`src/rtl/shift_pkg.sv`:
```
package shift_pkg;

  typedef enum logic [4:0] {
    OP_LSL1  = 5'd0,
    OP_LSR1  = 5'd1,
    OP_ASL1  = 5'd2,
    OP_ASR1  = 5'd3,
    OP_ROL   = 5'd4,
    OP_ROR   = 5'd5,
    OP_RCL   = 5'd6,
    OP_RCR   = 5'd7,
    OP_LSL2  = 5'd8,
    OP_LSR2  = 5'd9,
    OP_LSL8  = 5'd10,
    OP_LSR8  = 5'd11,
    OP_LSL16 = 5'd12,
    OP_LSR16 = 5'd13,
    OP_DYNA  = 5'd14,
    OP_DYNL  = 5'd15
  } shift_op_e;

  localparam int OP_W = 5;

endpackage

```
`src/rtl/shift_onebit.sv`:
```
module shift_onebit #(
  parameter int W = 32
) (
  input  logic [2:0]   sel,
  input  logic [W-1:0] opnd,
  input  logic         t_in,
  output logic [W-1:0] res,
  output logic         t_new
);

  logic msb, lsb;
  assign msb = opnd[W-1];
  assign lsb = opnd[0];

  always_comb begin
    res   = opnd;
    t_new = t_in;
    case (sel)
      3'd0, 3'd2: begin res = {opnd[W-2:0], 1'b0}; t_new = msb; end
      3'd1:       begin res = {1'b0, opnd[W-1:1]}; t_new = lsb; end
      3'd3:       begin res = {msb, opnd[W-1:1]};  t_new = lsb; end
      3'd4:       begin res = {opnd[W-2:0], msb};  t_new = msb; end
      3'd5:       begin res = {lsb, opnd[W-1:1]};  t_new = lsb; end
      3'd6:       begin res = {opnd[W-2:0], t_in}; t_new = msb; end
      default:    begin res = {t_in, opnd[W-1:1]}; t_new = lsb; end
    endcase
  end

endmodule

```
`src/rtl/shift_fixed.sv`:
```
module shift_fixed #(
  parameter int W    = 32,
  parameter int STEP0 = 2,
  parameter int STEP1 = 8,
  parameter int STEP2 = 16
) (
  input  logic [2:0]   sel,
  input  logic [W-1:0] opnd,
  output logic [W-1:0] res
);

  localparam int NSTEP = 3;
  localparam int STEPS [NSTEP] = '{STEP0, STEP1, STEP2};

  logic [W-1:0] cand [2*NSTEP];

  for (genvar g = 0; g < NSTEP; g++) begin : g_step
    assign cand[2*g]   = opnd << STEPS[g];
    assign cand[2*g+1] = opnd >> STEPS[g];
  end

  always_comb begin
    res = opnd;
    if (int'(sel) < 2*NSTEP) res = cand[sel];
  end

endmodule

```
`src/rtl/shift_dyn.sv`:
```
module shift_dyn #(
  parameter int W = 32
) (
  input  logic         arith,
  input  logic [W-1:0] opnd,
  input  logic [W-1:0] amt,
  output logic [W-1:0] res
);

  localparam int SH_W  = $clog2(W);
  localparam int CNT_W = SH_W + 1;

  logic [SH_W-1:0]  amt_lo;
  logic [CNT_W-1:0] rcnt;
  logic             fill;
  logic [W-1:0]     lchain [SH_W+1];
  logic [W-1:0]     rchain [CNT_W+1];

  assign amt_lo = amt[SH_W-1:0];
  assign rcnt   = {1'b0, ~amt_lo} + CNT_W'(1);
  assign fill   = arith & opnd[W-1];

  assign lchain[0] = opnd;
  for (genvar k = 0; k < SH_W; k++) begin : g_left
    assign lchain[k+1] = amt_lo[k] ? (lchain[k] << (1 << k)) : lchain[k];
  end

  assign rchain[0] = opnd;
  for (genvar k = 0; k < CNT_W; k++) begin : g_right
    if ((1 << k) < W) begin : g_part
      assign rchain[k+1] = rcnt[k] ? {{(1 << k){fill}}, rchain[k][W-1:(1 << k)]} : rchain[k];
    end else begin : g_full
      assign rchain[k+1] = rcnt[k] ? {W{fill}} : rchain[k];
    end
  end

  assign res = amt[W-1] ? rchain[CNT_W] : lchain[SH_W];

endmodule

```
`src/rtl/shift_unit.sv`:
```
module shift_unit
  import shift_pkg::*;
#(
  parameter int W = 32
) (
  input  logic            clk,
  input  logic            rst,
  input  logic            op_valid,
  input  logic [OP_W-1:0] op_sel,
  input  logic [W-1:0]    operand,
  input  logic [W-1:0]    amount,
  input  logic            t_in,
  output logic            done,
  output logic [W-1:0]    result,
  output logic            t_out
);

  logic [W-1:0] one_res, fix_res, dyn_res;
  logic         one_t;
  logic [W-1:0] nxt_res;
  logic         nxt_t;
  logic         is_unused, is_onebit, is_dyn;

  assign is_unused = op_sel[OP_W-1];
  assign is_onebit = !is_unused && !op_sel[3];
  assign is_dyn    = !is_unused && (op_sel[3:1] == 3'b111);

  shift_onebit #(.W(W)) u_onebit (
    .sel(op_sel[2:0]), .opnd(operand), .t_in(t_in), .res(one_res), .t_new(one_t)
  );

  shift_fixed #(.W(W)) u_fixed (
    .sel(op_sel[2:0]), .opnd(operand), .res(fix_res)
  );

  shift_dyn #(.W(W)) u_dyn (
    .arith(!op_sel[0]), .opnd(operand), .amt(amount), .res(dyn_res)
  );

  always_comb begin
    nxt_res = operand;
    nxt_t   = t_in;
    if (is_onebit) begin
      nxt_res = one_res;
      nxt_t   = one_t;
    end else if (is_dyn) begin
      nxt_res = dyn_res;
    end else if (!is_unused) begin
      nxt_res = fix_res;
    end
  end

  always_ff @(posedge clk) begin
    if (rst) begin
      done   <= 1'b0;
      result <= '0;
      t_out  <= 1'b0;
    end else begin
      done <= op_valid;
      if (op_valid) begin
        result <= nxt_res;
        t_out  <= nxt_t;
      end
    end
  end

  logic past_ok;
  always_ff @(posedge clk) begin
    if (rst) past_ok <= 1'b0;
    else     past_ok <= 1'b1;
  end

  assert_done_follows_R1: assert property (@(posedge clk) disable iff (rst)
    (past_ok && op_valid) |=> done);
  assert_no_spurious_done_R1: assert property (@(posedge clk) disable iff (rst)
    (past_ok && !op_valid) |=> !done);
  assert_rotate_loop_R5: assert property (@(posedge clk) disable iff (rst)
    (past_ok && op_valid && op_sel == OP_ROL) |=> (result[0] == t_out));
  assert_fixed_keeps_t_R7: assert property (@(posedge clk) disable iff (rst)
    (past_ok && op_valid && !op_sel[4] && op_sel[3] && op_sel[3:1] != 3'b111)
      |=> (t_out == $past(t_in)));
  assert_neg_zero_logical_R10: assert property (@(posedge clk) disable iff (rst)
    (past_ok && op_valid && op_sel == OP_DYNL && amount[W-1] && amount[4:0] == 5'd0)
      |=> (result == '0));
  assert_unused_pass_R11: assert property (@(posedge clk) disable iff (rst)
    (past_ok && op_valid && op_sel[4])
      |=> (result == $past(operand) && t_out == $past(t_in)));
  assert_hold_idle_R12: assert property (@(posedge clk) disable iff (rst)
    (past_ok && !op_valid) |=> ($stable(result) && $stable(t_out)));

endmodule

```
`config.mk`:
```
export PLATFORM = sky130hd
export DESIGN_NAME = shift_unit
export DESIGN_NICKNAME = d
export VERILOG_FILES = /design/src/rtl/shift_pkg.sv /design/src/rtl/shift_onebit.sv /design/src/rtl/shift_fixed.sv /design/src/rtl/shift_dyn.sv /design/src/rtl/shift_unit.sv
export SDC_FILE = /design/constraint.sdc
export NUM_CORES = 1
export LEC_CHECK = 0
export BUFFER_PORTS_ARGS = -buffer_cell sky130_fd_sc_hd__buf_2
export CORE_MARGIN = 2
export CORE_UTILIZATION = 60
export CTS_BUF_LIST = sky130_fd_sc_hd__clkbuf_8
export DETAILED_ROUTE_END_ITERATION = 10
export MAX_ROUTING_LAYER = met4
export PLACE_DENSITY = 0.83
export SYNTH_ARGS = -nofsm -noshare
export SYNTH_HDL_FRONTEND = slang
export SYNTH_SLANG_ARGS = --single-unit
```
`constraint.sdc`:
```
create_clock -name clk -period 7.9 [get_ports clk]
set_input_delay 0.79 -clock clk [delete_from_list [all_inputs] [get_ports clk]]
set_output_delay 0.79 -clock clk [all_outputs]
set_load 0.02 [all_outputs]
```
# == After elaboration in Yosys (flattened, before gate mapping) ==
# Cells that the tools add are included.
# classes
n_mul,0
n_lt_le_gt_ge,2
n_bitwise,3
muxes,22
div,0
reduce_logical,8
n_eq_ne,7
shift,0
add_sub_neg,1
# op_table
op,count
$mux 32,18
$pmux 32 s6,1
$bmux 32 s3,1
$eq 3x3->1 const B,4
$add 5x1->6 const B,1
$eq 3x2->1 const B,2
$not 5->5,1
$ge 4x4->1 const B,1
$not 3->4,1
$reduce_or 4->1,1
$eq 3x1->1 const B,1
$logic_not 1->1,3
$logic_not 3->1,1
$lt 3x3->1 const B,1
$logic_and 1x1->1,2
$mux 1,2
$reduce_or 2->1,1
$and 1x1->1,1
# totals
rom_bits,0
latch_bits,0
regBits,34
memories,0
mem_bits_rw,0
out_inout_bits,34

# == Depth between registers and ports, before layout ==
# depth
word_depth,11
depth_mapped,14

# == Cells and area by module ==
# From an unflattened synthesis, not the netlist that was laid out.
# hier_totals
hier_cells,931
hier_area_um2,8305.5
# by_module_without_submodules
module,instances,cells_each,area_per_inst_um2
shift_dyn,1,479,3873.7
shift_unit,1,229,2396.0
shift_fixed,1,179,1470.2
shift_onebit,1,44,565.5

# == Least setup slack after synthesis ==
# OpenSTA, ideal clock, no wires.
# synth_timing
path_kind,input -> register
from,in amount[1]
to,reg result[7]
setup_slack_ps,4311
cell_stages,14
t_arrival_ps,3461
path_buffers,6
setup_ps,129
path_cell_list,buf_2 -> buf_2 -> buf_2 -> inv_1 -> ha_1 -> buf_2 -> buf_4 -> buf_6 -> mux2_2 -> mux4_2 -> a2bb2oi_1 -> nor2_1 -> o311ai_0 -> nand2_1
# synth_via
elab_chain_len,10
# synth_lines
element,line_no,source
from (decl),shift_unit.sv:11,"input logic [W-1:0] amount,"
$not 5->5,shift_dyn.sv:20,"assign rcnt = {1'b0, ~amt_lo} + CNT_W'(1);"
$add 5x1->6,shift_dyn.sv:20,
$mux 32 (4 in series),shift_dyn.sv:31,"assign rchain[k+1] = rcnt[k] ? {{(1 << k){fill}}, rchain[k][W-1:(1 << k)]} : rchain[k];"
$mux 32,shift_dyn.sv:33,assign rchain[k+1] = rcnt[k] ? {W{fill}} : rchain[k];
$mux 32 (*),shift_dyn.sv:37,assign res = amt[W-1] ? rchain[CNT_W] : lchain[SH_W];
$mux 32 (*),shift_unit.sv:46,end else if (is_dyn) begin
$mux 32 (*),shift_unit.sv:43,if (is_onebit) begin
to (signal assigned),shift_unit.sv:61,result <= nxt_res;
to (decl),shift_unit.sv:14,"output logic [W-1:0] result,"
# Mark *: on every way between the ends. The rest lies on a longest branch, timed or not.
# A chain may end at the register's enable or synchronous reset.

# == Worst setup path in the final report ==
# layout_timing
from,in amount[0]
to,reg result[2]
# layout_via
elab_chain_len,11
# layout_lines
element,line_no
$not 5->5,shift_dyn.sv:20
$add 5x1->6,shift_dyn.sv:20
$mux 32 (5 in series),shift_dyn.sv:31
$mux 32,shift_dyn.sv:33
$mux 32 (*),shift_dyn.sv:37
$mux 32 (*),shift_unit.sv:46
$mux 32 (*),shift_unit.sv:43
# Marks and branches as above.

==> out/qor.csv <==
stage,metric,value,unit
setup_path,CP bufs+invs,3,
setup_path,crit-path most repeated cell,buf_4,
route,WL final,34.4,mm
floorplan,Core Box Area,0.0126,mm^2
global_route,met2 usage,0.668,
cts,cts hold-fix bufs,0,
setup_path,Worst EP arrival,4.93,ns
power_and_ir_drop,Worst IR Drop VDD,0.0819,mV
timing,Sum Neg Setup Slack,0,ns
timing,RSZ-0062 raised after global routing,no,
final_layout,area grow syn2layout,2.54,%
timing,Max Slew Vio Count,0,
route,DRC marker count from the first detailed-route iteration,1615,
timing,final worst slack,3.10,ns
timing,Worst Max-Slew Pin Slew,1.05,ns
global_route,GRT Util Overall,0.501,
route,Pre-antenna DRT Iters,7,
cts,clock sinks,34,
min_path,Hold Crit Class,reg -> reg,
timing,Max Clock Freq,0.208,GHz
power_and_ir_drop,Leakage,2.99,nW
route,DRC,0,
floorplan,row count,41,
timing,Tmin final,4.80,ns
power_and_ir_drop,net load switching power,0.455,mW
run,Max-Cap Viols,0,
final_layout,"commonest non-fill, non-tap cell in the layout",nand2_1,
setup_path,CP required,8.03,ns
route,Via Count,8904,
global_route,grt ovf,0,
synthesis,Yosys reg bits,34,
global_route,initial antenna violation count,1,
cts,CTS Root Cell,clkbuf_8,
power_and_ir_drop,Internal,0.529,mW
final_layout,nets,998,
floorplan,Die W,118,um
final_layout,"Core Util, Final",0.628,
power_and_ir_drop,switching share of power,0.463,
timing,clk_skew,0,ns
global_route,first-pass GRT wire length,51.7,mm
placement,Worst Setup Slack post-DPL,2.97,ns
placement,Placed Cells,1089,
synthesis,Synth Area per Inst,8.13,um^2
global_route,largest net degree at the start of global routing,83,
synthesis,Post-Synthesis Cells,951,
placement,Buffers on Ports,80,
synthesis,post-synth top area cell,mux4_2,
power_and_ir_drop,Cell Pwr Density,124,mW/mm^2
synthesis,Main synth FF type,dfxtp_1,
setup_path,CP Capture Type,register,
route,WL/cell,31.4,um
setup_path,CP Class,in -> reg,
global_route,Global Route met1 Usage,0.664,
global_route,vias in the first global route,8006,
cts,Post-CTS Setup Bufs,0,
cts,clk_lat worst skew,0.29,ns
setup_path,crit path launch type,primary input,
final_layout,Final Non-Filler Cells,1098,
timing,Slew headroom,0.291,
timing,Fin. Hold Viols,0,
cts,CTS tree,done,
cts,Max clock buf depth,2,
cts,Post-CTS Resized,0,
route,Routed Antenna Nets,0,
global_route,met3 Use GR,0.216,
timing,Setup Viol. Count Final,0,
synthesis,Netlist Area Pre-Place,0.00773,mm^2
power_and_ir_drop,Reg power frac,0.198,
synthesis,top cell type's share of synthesized area,0.183,
synthesis,sequential fraction of the synthesis area,0.0880,
synthesis,Mapped Nets,1025,
route,DR vias/cell,8.11,
floorplan,DIE AREA,0.0138,mm^2
synthesis,YS warnings,0,
setup_path,Slowest cell on crit path,nor4_1,
power_and_ir_drop,Clock power frac,0.202,
power_and_ir_drop,Gate power share,0.601,
floorplan,# IOs,107,
synthesis,"FFs w/ async S/R, synth",0,
synthesis,Cell variety after synth,78,
placement,HPWL after DPL,23.9,mm
setup_path,CP max FO,43,
cts,H-tree depth,2,
power_and_ir_drop,Pwr Total,0.985,mW
setup_path,CP peak stage delay,0.86,ns
final_layout,"commonest non-fill, non-tap cells in the layout","nand2_1 (105), buf_2 (79), a21oi_1 (75)",
final_layout,fill cell count,1192,
cts,Worst-path clk slew,0.08,ns
global_route,GRT Max-Usage Layer,met2,
synthesis,"top cells by area, synth","mux4_2 (18%), mux2i_1 (9.3%), dfxtp_1 (8.8%)",
final_layout,layout cell share with drive strength beyond 1,0.238,
floorplan,Die Y,118,um
setup_path,family with the most delay on the worst path,buffers and inverters,
cts,Num CTS Buffers,5,
synthesis,"EDFF count, synth",0,
placement,final RePlAce weighted congestion,1.08,
setup_path,crit-path cells,buf_4 -> inv_1 -> ha_2 -> buf_4 -> mux2_2 -> mux2i_1 -> mux4_2 -> nor2_1 -> nor4_1 -> o21ai_0,
floorplan,starting density of the core,0.613,
status,status,"finished, final reports clean",
timing,final worst path period share,0.608,
per-layer routing:
metal,vias to the layer above,wire length [um]
met5,-,0
met4,0,2290
met3,197,6360
met2,918,13300
met1,4091,12500
li1,3698,-
tightest hold or removal path, cell delays in order, from the launching register on:
cell and delay (ns):
dfxtp_1 0.33, nand2_1 0.05, o21ai_0 0.05
layout make-up:
class	count	area, um^2	share of cell area
clock buffers	5	68.8	0.00868
clock inverters	3	68.8	0.00868
multi-input cells	769	6310	0.796
well taps	172	215	0.0271
repair buffers	94	508	0.0641
diodes	1	2.50	0.000316
flip-flops and latches	34	681	0.0858
inverters	20	75.1	0.00947
synthesized netlist by cell type (9+ instances only):
library cell  count
a211oi_1         20
a221oi_1         17
o21ai_0          70
inv_1            18
nand2_1         105
clkbuf_1         74
a22oi_1          10
nor2b_1          14
buf_6            14
mux2_2           31
nand3_1          17
o22ai_1          11
mux4_2           63
buf_4             9
dfxtp_1          34
a31oi_1          21
a21oi_1          75
mux2i_1          72
o211ai_1         17
buf_2            22
nor2_1           48
nor3_1           13
a311oi_1         13
state kept, by name, summed over array words and instances, names as in the netlist:
register,flops
result,32
done,1
t_out,1
stage by stage:
step,cell area (um^2),hold slack [ns]
after floorplan,7730,0.528
after global placement,7790,0.437
after detailed placement,7790,0.442
after CTS,7930,0.459
after global routing,7930,0.491
final,7930,0.462
power groups by stage:
stage               clock [mW]  sequential, mW  combinational (mW)
detailed placement           0           0.198               0.558
floorplan                    0           0.213               0.388
finish                   0.199           0.195               0.591
global route             0.202           0.196               0.613
global placement             0           0.197               0.555
CTS                      0.195           0.194               0.560
worst paths after layout:
path	slack (ns)	from	cells after the start	end
worst max-delay path	3.10	amount[0]	10	result[2]$_SDFFE_PP0P_
worst min-delay path	0.46	result[8]$_SDFFE_PP0P_	2	result[8]$_SDFFE_PP0P_
worst max register to register	5.88	result[1]$_SDFFE_PP0P_	4	result[1]$_SDFFE_PP0P_
worst min register to register	0.46	result[8]$_SDFFE_PP0P_	2	result[8]$_SDFFE_PP0P_
logic make-up after synthesis:
| logic type | after synthesis | share of synthesized area |
|---|---|---|
| xor gates and xnor gates | 2 | 0.00227 |
| buffers and inverters | 148 | 0.0972 |
| DFF | 34 | 0.0880 |
| muxes | 177 | 0.357 |
| and+or+nand+nor | 243 | 0.147 |
| adders and majority gates | 1 | 0.00162 |
| AOI/OAI and AO/OA | 346 | 0.306 |
Note: power is estimated with default switching activity, not from simulation.
